==> src/rtl/opm_pkg.sv <==
package opm_pkg;

  typedef enum logic [2:0] {
    M_TOTAL = 3'd0,
    M_CORE  = 3'd1,
    M_RUN   = 3'd2,
    M_DEBUG = 3'd3,
    M_WAIT  = 3'd4,
    M_STOP  = 3'd5
  } opMode_e;

  // One-hot strobes for the mode about to be entered; none set means run.
  typedef struct packed {
    logic total;
    logic coreOnly;
    logic debug;
    logic waitM;
    logic stopM;
    logic pllDown;
  } modeStrobe_t;

  localparam int NUM_MODE_STROBES = 5;

endpackage

==> src/rtl/opm_mode_fsm.sv <==
module opm_mode_fsm
  import opm_pkg::*;
(
  input  logic        clk,
  input  logic        porN,
  input  logic        swResetReq,
  input  logic        wdResetReq,
  input  logic        flashLoadDone,
  input  logic        debugReq,
  input  logic        waitReq,
  input  logic        stopReq,
  input  logic        pllOffReq,
  input  logic        optCanOffStop,
  input  logic        irqAny,
  input  logic        irqUngated,
  input  logic        canWake,
  output modeStrobe_t strobe
);

  opMode_e curMode, nextMode;
  logic    pllArmed, nextArmed;
  logic    anyResetReq;
  logic    stopWake;

  assign anyResetReq = swResetReq | wdResetReq;
  assign stopWake    = irqUngated | (canWake & ~optCanOffStop);

  always_comb begin
    nextMode = curMode;
    if (anyResetReq) begin
      nextMode = M_TOTAL;
    end else begin
      unique case (curMode)
        M_TOTAL: nextMode = M_CORE;
        M_CORE:  if (flashLoadDone) nextMode = M_RUN;
        M_RUN: begin
          if (debugReq)      nextMode = M_DEBUG;
          else if (stopReq)  nextMode = M_STOP;
          else if (waitReq)  nextMode = M_WAIT;
        end
        M_DEBUG: if (!debugReq) nextMode = M_RUN;
        M_WAIT:  if (irqAny || irqUngated) nextMode = M_RUN;
        M_STOP:  if (stopWake) nextMode = M_RUN;
        default: nextMode = M_TOTAL;
      endcase
    end
  end

  always_comb begin
    nextArmed = 1'b0;
    if (nextMode == M_STOP) begin
      nextArmed = (curMode == M_RUN) ? pllOffReq : pllArmed;
    end
  end

  always_ff @(posedge clk or negedge porN) begin
    if (!porN) begin
      curMode  <= M_TOTAL;
      pllArmed <= 1'b0;
    end else begin
      curMode  <= nextMode;
      pllArmed <= nextArmed;
    end
  end

  always_comb begin
    strobe          = '0;
    strobe.total    = (nextMode == M_TOTAL);
    strobe.coreOnly = (nextMode == M_CORE);
    strobe.debug    = (nextMode == M_DEBUG);
    strobe.waitM    = (nextMode == M_WAIT);
    strobe.stopM    = (nextMode == M_STOP);
    strobe.pllDown  = nextArmed;
  end

  AST_RESET_ANY: assert property (@(posedge clk) disable iff (!porN)
    (swResetReq || wdResetReq) |=> (curMode == M_TOTAL));

  AST_FLASH_HOLD: assert property (@(posedge clk) disable iff (!porN)
    (curMode == M_CORE && !flashLoadDone && !swResetReq && !wdResetReq)
      |=> (curMode == M_CORE));

  AST_DEBUG_FROM_RUN: assert property (@(posedge clk) disable iff (!porN)
    (curMode == M_DEBUG) |-> ($past(curMode) == M_RUN || $past(curMode) == M_DEBUG));

  AST_WAIT_WAKE: assert property (@(posedge clk) disable iff (!porN)
    (curMode == M_WAIT && (irqAny || irqUngated))
      |=> (curMode == M_RUN || curMode == M_TOTAL));

  AST_STOP_HOLD: assert property (@(posedge clk) disable iff (!porN)
    (curMode == M_STOP && !canWake && !irqUngated && !swResetReq && !wdResetReq)
      |=> (curMode == M_STOP));

  AST_ONE_MODE: assert property (@(posedge clk) disable iff (!porN)
    $onehot0({strobe.total, strobe.coreOnly, strobe.debug, strobe.waitM, strobe.stopM}));

endmodule

==> src/rtl/opm_gate_regs.sv <==
module opm_gate_regs
  import opm_pkg::*;
(
  input  logic        clk,
  input  logic        porN,
  input  modeStrobe_t strobe,
  input  logic        optWdOffWait,
  input  logic        optPwmOffWait,
  input  logic        optPwmOffDebug,
  input  logic        optWdOffStop,
  input  logic        optCanOffStop,
  output logic        coreRstN,
  output logic        periphRstN,
  output logic        coreClkEn,
  output logic        memClkEn,
  output logic        periphClkEn,
  output logic        wdClkEn,
  output logic        canClkEn,
  output logic        pllEn,
  output logic        pwmOutDisable,
  output logic        wdFreeze
);

  typedef struct packed {
    logic coreRstN;
    logic periphRstN;
    logic coreClkEn;
    logic memClkEn;
    logic periphClkEn;
    logic wdClkEn;
    logic canClkEn;
    logic pllEn;
    logic pwmOutDisable;
    logic wdFreeze;
  } gateOut_t;

  localparam gateOut_t RUN_VALUE = '{
    coreRstN: 1'b1, periphRstN: 1'b1, coreClkEn: 1'b1, memClkEn: 1'b1,
    periphClkEn: 1'b1, wdClkEn: 1'b1, canClkEn: 1'b1, pllEn: 1'b1,
    pwmOutDisable: 1'b0, wdFreeze: 1'b0};

  localparam gateOut_t RESET_VALUE = '{
    coreRstN: 1'b0, periphRstN: 1'b0, coreClkEn: 1'b1, memClkEn: 1'b1,
    periphClkEn: 1'b1, wdClkEn: 1'b1, canClkEn: 1'b1, pllEn: 1'b1,
    pwmOutDisable: 1'b0, wdFreeze: 1'b0};

  gateOut_t nextOut, outReg;

  always_comb begin
    nextOut = RUN_VALUE;
    if (strobe.total) begin
      nextOut = RESET_VALUE;
    end else if (strobe.coreOnly) begin
      nextOut.coreRstN = 1'b0;
    end else if (strobe.debug) begin
      nextOut.wdClkEn       = 1'b0;
      nextOut.wdFreeze      = 1'b1;
      nextOut.pwmOutDisable = optPwmOffDebug;
    end else if (strobe.waitM) begin
      nextOut.coreClkEn     = 1'b0;
      nextOut.memClkEn      = 1'b0;
      nextOut.wdClkEn       = ~optWdOffWait;
      nextOut.wdFreeze      = optWdOffWait;
      nextOut.pwmOutDisable = optPwmOffWait;
    end else if (strobe.stopM) begin
      nextOut.coreClkEn   = 1'b0;
      nextOut.memClkEn    = 1'b0;
      nextOut.periphClkEn = 1'b0;
      nextOut.wdClkEn     = ~optWdOffStop;
      nextOut.wdFreeze    = optWdOffStop;
      nextOut.canClkEn    = ~optCanOffStop;
      nextOut.pllEn       = ~strobe.pllDown;
    end
  end

  always_ff @(posedge clk or negedge porN) begin
    if (!porN) outReg <= RESET_VALUE;
    else       outReg <= nextOut;
  end

  assign coreRstN      = outReg.coreRstN;
  assign periphRstN    = outReg.periphRstN;
  assign coreClkEn     = outReg.coreClkEn;
  assign memClkEn      = outReg.memClkEn;
  assign periphClkEn   = outReg.periphClkEn;
  assign wdClkEn       = outReg.wdClkEn;
  assign canClkEn      = outReg.canClkEn;
  assign pllEn         = outReg.pllEn;
  assign pwmOutDisable = outReg.pwmOutDisable;
  assign wdFreeze      = outReg.wdFreeze;

  AST_PERIPH_FIRST: assert property (@(posedge clk) disable iff (!porN)
    coreRstN |-> periphRstN);

  AST_WD_EXCL: assert property (@(posedge clk) disable iff (!porN)
    wdFreeze |-> !wdClkEn);

  AST_CLK_NEST: assert property (@(posedge clk) disable iff (!porN)
    !periphClkEn |-> (!coreClkEn && !memClkEn));

  AST_PLL_STOP_ONLY: assert property (@(posedge clk) disable iff (!porN)
    !pllEn |-> !periphClkEn);

endmodule

==> src/rtl/opm_clock_gate.sv <==
module opm_clock_gate
  import opm_pkg::*;
(
  input  logic clk,
  input  logic porN,
  input  logic swResetReq,
  input  logic wdResetReq,
  input  logic flashLoadDone,
  input  logic debugReq,
  input  logic waitReq,
  input  logic stopReq,
  input  logic pllOffReq,
  input  logic optWdOffWait,
  input  logic optPwmOffWait,
  input  logic optPwmOffDebug,
  input  logic optWdOffStop,
  input  logic optCanOffStop,
  input  logic irqAny,
  input  logic irqUngated,
  input  logic canWake,
  output logic coreRstN,
  output logic periphRstN,
  output logic coreClkEn,
  output logic memClkEn,
  output logic periphClkEn,
  output logic wdClkEn,
  output logic canClkEn,
  output logic pllEn,
  output logic pwmOutDisable,
  output logic wdFreeze
);

  modeStrobe_t strobe;

  opm_mode_fsm u_fsm (
    .clk           (clk),
    .porN          (porN),
    .swResetReq    (swResetReq),
    .wdResetReq    (wdResetReq),
    .flashLoadDone (flashLoadDone),
    .debugReq      (debugReq),
    .waitReq       (waitReq),
    .stopReq       (stopReq),
    .pllOffReq     (pllOffReq),
    .optCanOffStop (optCanOffStop),
    .irqAny        (irqAny),
    .irqUngated    (irqUngated),
    .canWake       (canWake),
    .strobe        (strobe)
  );

  opm_gate_regs u_gate (
    .clk            (clk),
    .porN           (porN),
    .strobe         (strobe),
    .optWdOffWait   (optWdOffWait),
    .optPwmOffWait  (optPwmOffWait),
    .optPwmOffDebug (optPwmOffDebug),
    .optWdOffStop   (optWdOffStop),
    .optCanOffStop  (optCanOffStop),
    .coreRstN       (coreRstN),
    .periphRstN     (periphRstN),
    .coreClkEn      (coreClkEn),
    .memClkEn       (memClkEn),
    .periphClkEn    (periphClkEn),
    .wdClkEn        (wdClkEn),
    .canClkEn       (canClkEn),
    .pllEn          (pllEn),
    .pwmOutDisable  (pwmOutDisable),
    .wdFreeze       (wdFreeze)
  );

endmodule

==> config.mk <==
export PLATFORM = sky130hd
export DESIGN_NAME = opm_clock_gate
export DESIGN_NICKNAME = d
export VERILOG_FILES = /design/src/rtl/opm_pkg.sv /design/src/rtl/opm_mode_fsm.sv /design/src/rtl/opm_gate_regs.sv /design/src/rtl/opm_clock_gate.sv
export SDC_FILE = /design/constraint.sdc
export NUM_CORES = 1
export LEC_CHECK = 0
export BUFFER_PORTS_ARGS = -buffer_cell sky130_fd_sc_hd__buf_4
export CORE_UTILIZATION = 44
export DETAILED_ROUTE_END_ITERATION = 12
export PLACE_DENSITY = 0.76
export REMOVE_ABC_BUFFERS = 1
export SLEW_MARGIN = 20
export SYNTH_ARGS = -nofsm -noshare
export SYNTH_HDL_FRONTEND = slang
export SYNTH_SLANG_ARGS = --single-unit
==> constraint.sdc <==
create_clock -name clk -period 2.5 [get_ports clk]
set_clock_uncertainty 0.1 [all_clocks]
set_input_delay 0.375 -clock clk [delete_from_list [all_inputs] [get_ports clk]]
set_output_delay 0.375 -clock clk [all_outputs]
set_load 0.02 [all_outputs]
---- Word-level counts from Yosys, hierarchy flattened ----
Index checks and enable logic that the tools add are counted.
word-level totals
  bits in registers ....................... 14
  input port bits ......................... 17
  logic and storage cells ................. 59
operators by class
  equality and inequality tests ........... 9
  mux-type cells .......................... 28
  bitwise gates (word level) .............. 7
  reductions and logical operators ........ 3
operators with widths
  kind                                                                    number
  3-bit 2-to-1 mux                                                        9
  3-bit one-hot mux with 6 select lines                                   1
  8-bit 2-to-1 mux                                                        2
  3-bit equality test (second input constant)                             4
  1-bit 2-to-1 mux                                                        11
  3-bit by 2-bit equality test with 1-bit output (second input constant)  3
  2-bit 2-to-1 mux                                                        4
  3-bit by 1-bit equality test with 1-bit output (second input constant)  2
  3-bit zero test                                                         2
  6-bit 2-to-1 mux                                                        1
  1-bit NOT                                                               4
  1-bit bitwise OR                                                        2
  1-bit AND                                                               1
  1-bit logical OR                                                        1

---- Depth between registers and ports, before layout ----
Gate-level depths: netlist of the first run.
  depth in word-level cells ............... 14
  gate-level depth with buffers ........... 6
  depth with buffers taken out ............ 6

---- By module ----
A second synthesis of the first run with hierarchy kept.
unflattened totals
  cells, all modules ...................... 61
  area, all modules ....................... 635.6 µm²
by module, submodules not included
  module         instances  cells an instance  area each (µm²)  sequential area each (µm²)
  opm_gate_regs  1          25                 334.1            231.5
  opm_mode_fsm   1          36                 301.5            100.1

---- Least setup slack after synthesis of the first run ----
No wires, ideal clock.
  kind .................................... reg-to-reg
  start ................................... reg u_fsm.curMode[0]
  end ..................................... reg u_gate.outReg (netlist bit u_gate.wdClkEn)
  data arrival time ....................... 1.564 ns
  data required time ...................... 2.323 ns
  setup slack ............................. 0.759 ns
  stages on the path, launching flop included .. 6
  clock period less this slack ............ 1.741 ns
  path through ............................ dfrtp_1 -> or3b_4 -> nand2b_4 -> a31o_1 -> nor3_2 -> o21ba_1
RTL lines
  element                   line                 RTL
  start: declaration        opm_mode_fsm.sv:20   opMode_e curMode, nextMode;
  start signal: assignment  opm_mode_fsm.sv:61   curMode <= nextMode;
  end signal: assignment    opm_gate_regs.sv:78  else outReg <= nextOut;
  end: declaration          opm_gate_regs.sv:47  gateOut_t nextOut, outReg;

==> flow_metrics.py, run 1 <==
metrics = {
    "grt": {
        "grt_remaining_overflow": 0,
        "first_global_vias": 488,
        "initial_antenna_violation_count": 0,
        "grt_use_met3_pct": 5.78,
        "layer_with_the_highest_usage": "met2",
        "met2_usage_pct": 31.7,
        "groute.layer.met1.usage_pct": 25.5,
        "grt_usage_pct": 20.7,
        "grt_pass1_wl_um": 2020,
        "grt_max_degree": 14,
    },
    "routing": {
        "post_drt_wl_per_cell_um": 12.0,
        "avgViaCountPerCell": 4.98,
        "drt_pass1_iterations": 4,
        "drt_iter0_drc": 4,
        "total_drc_errors_in_the_routed_layout": 0,
        "routed_wl_um": 1170,
        "final_antenna_net_count": 0,
        "detailroute.via_count": 483,
    },
    "final_layout": {
        "most_frequent_cells_in_the_layout": "sky130_fd_sc_hd__buf_4, sky130_fd_sc_hd__dfrtp_1, sky130_fd_sc_hd__inv_1, sky130_fd_sc_hd__dfstp_2",
        "layout_commonest_cell": "sky130_fd_sc_hd__buf_4",
        "fillCellCount": 90,
        "areaGrowthSynthToFinish_pct": 40.2,
        "num-nets-final": 101,
        "seqCellArea_um2": 332,
        "final_layout_size_suffix_gt1_share_pct": 48.2,
        "multiInputGateArea_um2": 243,
        "n_antenna_cell": 0,
    },
    "logic_synthesis": {
        "synth_area_um2": 601,
        "synthDominantAreaCellType": "sky130_fd_sc_hd__dfrtp_1",
        "synth-xor-area-share_pct": 0,
        "synth_simple_gate_area_share_pct": 22.3,
        "syn_inst": 53,
        "synth.mux.area_fraction_pct": 3.33,
        "synth_cell_types": 29,
        "ys_seq_area_share_pct": 55.2,
        "synth-compound-area-share_pct": 14.8,
        "synth_top_area_share_pct": 33.3,
        "synth.avg_cell_area_um2": 11.3,
        "synth.ff_latch_count": 13,
        "synth_area_leaders": "sky130_fd_sc_hd__dfrtp_1, sky130_fd_sc_hd__dfstp_2, sky130_fd_sc_hd__mux2i_1",
        "synth.yosys.warnings": 0,
        "synth_top_family_by_area": "simple AND/OR/NAND/NOR gates",
        "post_synth_fa_ha_maj_area_fraction_pct": 0,
    },
    "die": {
        "row_count": 12,
        "dieArea_mm2": 0.00152,
        "effective_utilization_at_floorplan_pct": 50.6,
        "dieHeight_um": 38.9,
        "top_level_ports": 27,
        "core_region_area_mm2": 0.00119,
        "floorplan.die.width_um": 38.9,
    },
    "timing": {
        "finalSetupTns_ns": 0,
        "total_count_of_hold_check_failures_in_the_final_report": 0,
        "final_max_slew_viol_count": 0,
        "layout_worst_path_cycle_share_pct": 75.6,
        "grt_setup_unrepaired": "no",
        "setup-violations-final": 0,
        "setup_ws_ns": 0.611,
        "max_frequency_ghz": 0.529,
        "timing.slew.headroom_pct": 72.4,
        "shortest_period_the_worst_path_allows_ns": 1.89,
        "timing_worst_slew_pin_value_ns": 0.409,
    },
    "placement": {
        "port_buffers": 26,
        "replace_congestion": 0.770,
        "dp_slack_ns": 0.617,
        "dp_hpwl_um": 919,
    },
    "status": {
        "run_status": "complete, no violations",
    },
    "worst_setup_path": {
        "cp-end-kind": "register",
        "data_arrival_time_of_the_critical_path_ns": 2.00,
        "worstPathRequired_ns": 2.61,
        "worst-path-max-fanout": 8,
        "worstSetupStartpointType": "register",
        "worst-setup-path-type": "register to register",
    },
    "clock_network": {
        "cts.htree.levels": 1,
        "clock-root-buffer": "sky130_fd_sc_hd__clkbuf_4",
        "cts.path.max_buffers": 2,
        "clk_pin_slew_worst_paths_ns": 0.08,
        "cts_made_buffers": 3,
        "cts_tree": "yes",
        "numClockSinks": 13,
        "postCtsResizedCells": 0,
        "worstSkewPairLatency_ns": 0.27,
    },
    "job": {
        "maximum_capacitance_violations": 0,
    },
    "worst_hold_path": {
        "min_path_type": "primary input to register",
    },
    "power_and_ir_drop": {
        "power_per_cell_area_mw_per_mm2": 467,
        "cellLeakagePower_nw": 0.435,
        "totalPowerFinal_mw": 0.393,
        "vdd_ir_drop_max_v": 0.000315,
    },
}
==> registers in the layout (all words and copies together) (netlist names) <==
signal,flops
u_gate.periphRstN,1
u_gate.pwmOutDisable,1
u_gate.periphClkEn,1
u_gate.coreRstN,1
u_gate.wdClkEn,1
u_gate.coreClkEn,1
u_fsm.pllArmed,1
u_fsm.curMode,3
u_gate.canClkEn,1
u_gate.wdFreeze,1
u_gate.pllEn,1
==> power breakdown <==
part	leakage, nW	switching, mW	internal, mW
Sequential	0.162	0.00276	0.214
Clock	0.0150	0.0649	0.0619
Combinational	0.258	0.0206	0.0284
==> cell type report <==
cell class	instances	share of cell area, %
Multi-Input combinational cell	34	28.8
Sequential cell	13	39.4
Inverter	5	2.23
Timing Repair Buffer	27	24.4
Tap cell	14	2.08
Clock buffer	4	3.12
==> cell usage after synthesis (all sizes together) <==
library cell / number
and2: 1
o21bai: 2
mux2i: 2
o21ba: 1
or2: 1
a2bb2oi: 1
o21ai: 2
a32o: 1
o211ai: 1
nor3b: 1
nor2: 4
nand2b: 2
nand3b: 1
and3b: 1
dfstp: 5
a31o: 1
nor3: 1
nand3: 2
buf: 1
o311ai: 2
or3b: 1
nand2: 4
and2b: 1
dfrtp: 8
nor2b: 1
inv: 5
==> repair_timing <==
item / in CTS / in global routing
hold buffers: 1 / 0
setup buffers: 0 / 0
hold endpoints to repair: 8 / 0
==> logic make-up (layout without fill, tap and decap cells) <==
kind of cell	Yosys count	in the layout
mux	2	2
simple gates	21	21
compound gates	11	11
flops	13	13
buf+inv	6	36
==> per-stage QoR <==
stage	hold slack, ns	utilization (%)	instances	instance area [µm²]
final	0.142	71.0	97	842
after global routing	0.148	71.0	97	842
after CTS	0.142	71.0	97	842
after detailed placement	0.126	67.9	92	806
after global placement	0.122	67.9	92	806
after floorplan	-0.0206	-	52	593
==> metal layers <==
metal  part of all wire (%)  wire (µm)
met5                      0          0
met4                    2.3         27
met3                    6.8         79
met2                     47        553
met1                     43        504
==> final timing paths <==
check / start / to / slack, ns / cells past startpoint
max: u_fsm.curMode[0]$_DFF_PN0_ / u_gate.wdClkEn$_DFF_PN1_ / 0.61 / 5
min: optCanOffStop / u_gate.canClkEn$_DFF_PN1_ / 0.14 / 2
max reg2reg: u_fsm.curMode[0]$_DFF_PN0_ / u_gate.wdClkEn$_DFF_PN1_ / 0.61 / 5
min reg2reg: u_fsm.pllArmed$_DFF_PN0_ / u_fsm.pllArmed$_DFF_PN0_ / 0.44 / 2
max in group asynchronous: porN / u_gate.coreClkEn$_DFF_PN1_ / 1.70 / 2
min in group asynchronous: porN / u_gate.periphRstN$_DFF_PN0_ / 0.37 / 2
==> critical path: stages, from the launching register on <==
cell and delay (ns):
sky130_fd_sc_hd__dfrtp_1 0.45, sky130_fd_sc_hd__or3b_4 0.45, sky130_fd_sc_hd__nand2b_4 0.15, sky130_fd_sc_hd__a31o_1 0.25, sky130_fd_sc_hd__nor3_2 0.25, sky130_fd_sc_hd__o21ba_1 0.18
(Power assumes the default switching activity.)
==> inputs of run 2 (changes only) <==
--- a/config.mk
+++ b/config.mk
@@ -6,9 +6,9 @@
 export NUM_CORES = 1
 export LEC_CHECK = 0
 export BUFFER_PORTS_ARGS = -buffer_cell sky130_fd_sc_hd__buf_4
-export CORE_UTILIZATION = 44
+export CORE_UTILIZATION = 39
 export DETAILED_ROUTE_END_ITERATION = 12
-export PLACE_DENSITY = 0.76
+export PLACE_DENSITY = 0.71
 export REMOVE_ABC_BUFFERS = 1
 export SLEW_MARGIN = 20
 export SYNTH_ARGS = -nofsm -noshare
==> constraint.sdc (replaced) <==
create_clock -name clk -period 1.55 [get_ports clk]
set_clock_uncertainty 0.1 [all_clocks]
set_input_delay 0.2325 -clock clk [delete_from_list [all_inputs] [get_ports clk]]
set_output_delay 0.2325 -clock clk [all_outputs]
set_load 0.02 [all_outputs]
==> run 2 against run 1 <==
  * The flow now finishes with violations (negative setup slack)
  * Combinational power grew 130%
  * Final area grew 25%
  * Sequential share of layout area shrank 7.7 points
  * Critical path depth grew 1
  * Hold slack lost 0.051 ns
==> flow_metrics.py, run 2 (synthesis results as in run 1) <==
metrics = {
    "timing": {
        "timing.slew.headroom_pct": 81.6,
        "layout_worst_path_cycle_share_pct": 109,
        "grt_setup_unrepaired": "yes",
        "total_count_of_hold_check_failures_in_the_final_report": 0,
        "shortest_period_the_worst_path_allows_ns": 1.69,
        "max_frequency_ghz": 0.591,
        "timing_worst_slew_pin_value_ns": 0.276,
        "setup-violations-final": 8,
        "setup_ws_ns": -0.143,
        "final_max_slew_viol_count": 0,
    },
    "routing": {
        "avgViaCountPerCell": 4.82,
        "detailroute.via_count": 554,
        "total_drc_errors_in_the_routed_layout": 0,
        "drt_iter0_drc": 2,
        "routed_wl_um": 1440,
        "final_antenna_net_count": 0,
        "post_drt_wl_per_cell_um": 12.5,
        "drt_pass1_iterations": 2,
    },
    "placement": {
        "replace_congestion": 0.825,
        "port_buffers": 26,
        "dp_slack_ns": -0.253,
        "dp_hpwl_um": 1120,
    },
    "worst_setup_path": {
        "worst-path-max-fanout": 6,
        "cp_launch_point": "u_fsm.curMode[0]$_DFF_PN0_",
        "cp-end-kind": "register",
        "worstPathCellList": "buf_4 > and2b_2 > o311ai_4 > a31o_4 > nor3_4 > a32o_2",
        "reg2reg_setup_slack_ns": -0.14,
        "cp_top_family": "compound AO/OA/AOI/OAI gates",
        "worstSetupStartpointType": "register",
        "crit_end": "u_gate.pwmOutDisable$_DFF_PN0_",
        "crit_path_top_delay_cell": "sky130_fd_sc_hd__dfrtp_2",
        "critical-path-max-stage-delay_ns": 0.42,
        "worst-path-buf-inv": 1,
        "crit-reg2reg-launch": "u_fsm.curMode[0]$_DFF_PN0_",
        "r2r_cells": 6,
        "worst-setup-path-type": "register to register",
        "data_arrival_time_of_the_critical_path_ns": 1.75,
        "worstPathRequired_ns": 1.61,
        "reg2reg_to": "u_gate.pwmOutDisable$_DFF_PN0_",
        "cp.depth": 6,
    },
    "die": {
        "top_level_ports": 27,
        "floorplan.die.width_um": 41.2,
        "dieHeight_um": 41.2,
        "row_count": 13,
        "effective_utilization_at_floorplan_pct": 44.0,
        "dieArea_mm2": 0.00170,
        "core_region_area_mm2": 0.00137,
    },
    "power_and_ir_drop": {
        "cellLeakagePower_nw": 0.523,
        "vdd_ir_drop_max_v": 0.000468,
        "seq_power_share_pct": 53.0,
        "comb_pwr_share_pct": 16.9,
        "swShare_pct": 22.8,
        "switching_power_mw": 0.151,
        "cell_internal_pwr_mw": 0.510,
        "totalPowerFinal_mw": 0.661,
        "share_clk_of_total_power_pct": 30.1,
        "power_per_cell_area_mw_per_mm2": 628,
    },
    "clock_network": {
        "clock-root-buffer": "sky130_fd_sc_hd__clkbuf_4",
        "clk_pin_slew_worst_paths_ns": 0.07,
        "cts_made_buffers": 3,
        "cts.htree.levels": 1,
        "numClockSinks": 13,
        "cts_tree": "yes",
        "cts.path.max_buffers": 2,
        "worstSkewPairLatency_ns": 0.26,
    },
    "job": {
        "maximum_capacitance_violations": 0,
    },
    "final_layout": {
        "num-nets-final": 118,
        "layout_commonest_cell": "sky130_fd_sc_hd__buf_4",
        "n_antenna_cell": 0,
        "areaGrowthSynthToFinish_pct": 75.0,
        "largest-register": "u_fsm.curMode",
        "largest_register_ff_count": 3,
        "final_layout_size_suffix_gt1_share_pct": 69.0,
        "most_frequent_cells_in_the_layout": "sky130_fd_sc_hd__buf_4, sky130_fd_sc_hd__dfrtp_1, sky130_fd_sc_hd__dfstp_2",
    },
    "grt": {
        "first_global_vias": 525,
        "grt_max_degree": 14,
        "initial_antenna_violation_count": 0,
        "grt_remaining_overflow": 0,
        "grt_pass1_wl_um": 2230,
        "grt_usage_pct": 20.7,
    },
    "status": {
        "run_status": "finished, violations left",
        "violations_in_the_final_reports": "negative setup slack",
    },
    "worst_hold_path": {
        "min_path_type": "primary input to register",
    },
}
[run 2: power groups by stage]
| stage | Clock [mW] | Combinational, mW | Sequential [mW] |
|---|---|---|---|
| 2_1_floorplan | 0 | 0.0250 | 0.360 |
| 3_3_place_gp | 0 | 0.0938 | 0.355 |
| 3_5_place_dp | 0 | 0.0960 | 0.355 |
| 4_1_cts | 0.208 | 0.106 | 0.349 |
| 5_1_grt | 0.220 | 0.122 | 0.351 |
| 6_report | 0.199 | 0.112 | 0.350 |
[run 2: how the worst min path moves through the flow]
stage | start | end | slack (ns) | cells past startpoint
final | optPwmOffDebug | u_gate.pwmOutDisable$_DFF_PN0_ | 0.09 | 2
after CTS | optPwmOffDebug | u_gate.pwmOutDisable$_DFF_PN0_ | 0.09 | 2
after floorplan | porN | u_fsm.curMode[0]$_DFF_PN0_ | -0.16 | 0
after detailed placement | porN | u_gate.periphRstN$_DFF_PN0_ | -0.02 | 1
after global routing | optPwmOffDebug | u_gate.pwmOutDisable$_DFF_PN0_ | 0.08 | 2
after global placement | porN | u_fsm.curMode[0]$_DFF_PN0_ | -0.02 | 1
[run 2: metal layers]
metal | GRT usage (%) | wire [µm] | up-vias
met1 | 25.7 | 635 | 261
met3 | 4.89 | 66 | 0
met2 | 35.9 | 732 | 17
met4 | 4.84 | 0 | 0
li1 | - | - | 276
met5 | 0 | 0 | -
[run 2: timing repair]
item,CTS,global route
hold buffers,1,0
pin swaps,8,1
setup buffers,3,0
endpoints found under the setup margin,11,11
gates resized for setup,10,8
endpoints found under the hold margin,13,0
[run 2: area by class of cell]
cell class              instances  area (µm²)
inverters                       5        18.8
fillers                        98         315
repair buffers                 44         337
flip-flops and latches         13         333
multi-input cells              34         318
well taps                      15        18.8
clock buffers                   4        26.3
[run 2: per-stage QoR]
stage / cells / setup TNS (ns) / hold WS [ns] / area, µm² / util, %
2_1_floorplan: 52 / -0.554 / -0.163 / 593 / -
3_3_place_gp: 108 / -0.849 / -0.0192 / 920 / 67.3
3_5_place_dp: 108 / -1.08 / -0.0174 / 920 / 67.3
4_1_cts: 115 / -0.756 / 0.0850 / 1010 / 74.2
5_1_grt: 115 / -1.29 / 0.0844 / 1050 / 76.9
6_report: 115 / -0.684 / 0.0908 / 1050 / 76.9
==> inputs of run 3 (changes only) <==
--- a/config.mk
+++ b/config.mk
@@ -10,6 +10,7 @@
 export DETAILED_ROUTE_END_ITERATION = 12
 export PLACE_DENSITY = 0.71
 export REMOVE_ABC_BUFFERS = 1
+export SETUP_SLACK_MARGIN = 0.5
 export SLEW_MARGIN = 20
 export SYNTH_ARGS = -nofsm -noshare
 export SYNTH_HDL_FRONTEND = slang
==> run 3 against run 2 <==
  * The run still ends with negative setup slack left
  * Flip-flop and latch count is the same
  * Core utilization grew 8.2 points
  * Combinational power grew 13%
  * Die area is the same
  * Final area grew 11%
  * Via count grew 5.6%
  * Clock-buffer cell count is the same
  * Clock power is essentially flat
  * Critical endpoint unchanged
==> flow_metrics.py, run 3 (synthesis results as in run 1) <==
metrics = {
    "final_layout": {
        "most_frequent_cells_in_the_layout": "sky130_fd_sc_hd__buf_4, sky130_fd_sc_hd__buf_6, sky130_fd_sc_hd__dfrtp_1",
        "seqCellArea_um2": 333,
        "final_util_pct": 85.2,
        "largest-register": "u_fsm.curMode",
        "multiInputGateArea_um2": 347,
        "layout.cells.non_filler": 117,
        "fillCellCount": 68,
        "num-nets-final": 120,
        "final_layout_size_suffix_gt1_share_pct": 78.4,
        "layout_commonest_cell": "sky130_fd_sc_hd__buf_4",
        "largest_register_ff_count": 3,
        "n_antenna_cell": 0,
        "areaGrowthSynthToFinish_pct": 93.8,
    },
    "routing": {
        "avgViaCountPerCell": 5.00,
        "total_drc_errors_in_the_routed_layout": 0,
        "drt_iter0_drc": 8,
        "detailroute.via_count": 585,
        "final_antenna_net_count": 0,
        "drt_pass1_iterations": 3,
        "routed_wl_um": 1880,
        "post_drt_wl_per_cell_um": 16.0,
    },
    "clock_network": {
        "clock-root-buffer": "sky130_fd_sc_hd__clkbuf_4",
        "worstSkewPairLatency_ns": 0.26,
        "cts_tree": "yes",
        "cts.path.max_buffers": 2,
        "cts.htree.levels": 1,
        "numClockSinks": 13,
        "cts_made_buffers": 3,
        "clk_pin_slew_worst_paths_ns": 0.07,
    },
    "grt": {
        "met2_usage_pct": 43.8,
        "first_global_vias": 609,
        "grt_use_met3_pct": 5.98,
        "grt_max_degree": 14,
        "layer_with_the_highest_usage": "met2",
        "grt_usage_pct": 23.5,
        "initial_antenna_violation_count": 0,
        "grt_pass1_wl_um": 2510,
        "grt_remaining_overflow": 0,
        "groute.layer.met1.usage_pct": 25.0,
    },
    "worst_setup_path": {
        "worstSetupStartpointType": "register",
        "data_arrival_time_of_the_critical_path_ns": 1.78,
        "worstPathRequired_ns": 1.60,
        "worst-path-max-fanout": 6,
        "worst-setup-path-type": "register to register",
        "cp-end-kind": "register",
    },
    "die": {
        "row_count": 13,
        "dieArea_mm2": 0.00170,
        "floorplan.die.width_um": 41.2,
        "dieHeight_um": 41.2,
        "effective_utilization_at_floorplan_pct": 44.0,
        "top_level_ports": 27,
        "core_region_area_mm2": 0.00137,
    },
    "placement": {
        "replace_congestion": 0.825,
        "port_buffers": 26,
        "dp_hpwl_um": 1120,
        "placed_cells": 108,
    },
    "timing": {
        "setup_ws_ns": -0.178,
        "max_frequency_ghz": 0.579,
        "setup-violations-final": 11,
        "shortest_period_the_worst_path_allows_ns": 1.73,
        "total_count_of_hold_check_failures_in_the_final_report": 0,
        "final_max_slew_viol_count": 0,
        "layout_worst_path_cycle_share_pct": 111,
        "grt_setup_unrepaired": "yes",
        "timing_worst_slew_pin_value_ns": 0.355,
        "timing.slew.headroom_pct": 76.3,
    },
    "job": {
        "maximum_capacitance_violations": 0,
    },
    "status": {
        "run_status": "finished, violations left",
        "violations_in_the_final_reports": "negative setup slack",
    },
    "power_and_ir_drop": {
        "cellLeakagePower_nw": 0.564,
        "vdd_ir_drop_max_v": 0.000481,
        "power_per_cell_area_mw_per_mm2": 583,
    },
    "worst_hold_path": {
        "min_path_type": "primary input to register",
    },
}
run 3: metal layers:
layer | vias up | routed length (µm)
li1 | 283 | -
met4 | 0 | 44
met5 | - | 0
met2 | 19 | 1040
met3 | 4 | 58
met1 | 279 | 735
run 3: layout make-up:
class                      count  area share (%)
clock buffer                   4            2.26
inverter                       5            2.04
multi-input combinational     34            29.8
sequential                    13            28.6
tap                           15            1.61
timing repair buffer          46            35.7
run 3: worst max-delay path, stage by stage, from the launching register on:
cell and delay (ns):
sky130_fd_sc_hd__dfrtp_2 0.42, sky130_fd_sc_hd__buf_4 0.13, sky130_fd_sc_hd__and2b_2 0.22, sky130_fd_sc_hd__o311ai_4 0.26
sky130_fd_sc_hd__a31o_4 0.22, sky130_fd_sc_hd__nor3_4 0.04, sky130_fd_sc_hd__a32o_2 0.23
run 3: power by group:
group	total [mW]	switching, mW	internal (mW)
Combinational	0.127	0.0549	0.0721
Clock	0.200	0.100	0.0995
Sequential	0.351	0.00518	0.346
run 3: worst paths after layout:
check | from | to | slack (ns) | cells past startpoint
max | u_fsm.curMode[0]$_DFF_PN0_ | u_gate.pwmOutDisable$_DFF_PN0_ | -0.18 | 6
max reg2reg | u_fsm.curMode[0]$_DFF_PN0_ | u_gate.pwmOutDisable$_DFF_PN0_ | -0.18 | 6
min reg2reg | u_fsm.pllArmed$_DFF_PN0_ | u_fsm.pllArmed$_DFF_PN0_ | 0.46 | 2
min in group asynchronous | porN | u_gate.wdFreeze$_DFF_PN0_ | 0.25 | 2
max in group asynchronous | porN | u_gate.wdClkEn$_DFF_PN1_ | 0.87 | 2
min | optPwmOffDebug | u_gate.pwmOutDisable$_DFF_PN0_ | 0.09 | 2
run 3: what timing repair did:
| item | 4_1_cts | 5_1_grt |
|---|---|---|
| hold buffers | 1 | 0 |
| resized for setup | 33 | 16 |
| pin swaps | 13 | 3 |
| setup endpoints to repair | 23 | 23 |
| buffers inserted | 3 | 1 |
| endpoints found under the hold margin | 13 | 0 |
run 3: stage by stage:
step / setup TNS (ns) / setup WS [ns] / area, µm² / power (mW) / hold WS, ns
finish: -1.18 / -0.178 / 1160 / 0.678 / 0.0871
global route: -1.57 / -0.249 / 1160 / 0.707 / 0.0792
CTS: -0.818 / -0.162 / 1090 / 0.670 / 0.0850
detailed placement: -1.08 / -0.253 / 920 / 0.451 / -0.0174
global placement: -0.849 / -0.207 / 920 / 0.449 / -0.0192
floorplan: -0.554 / -0.191 / 593 / 0.385 / -0.163
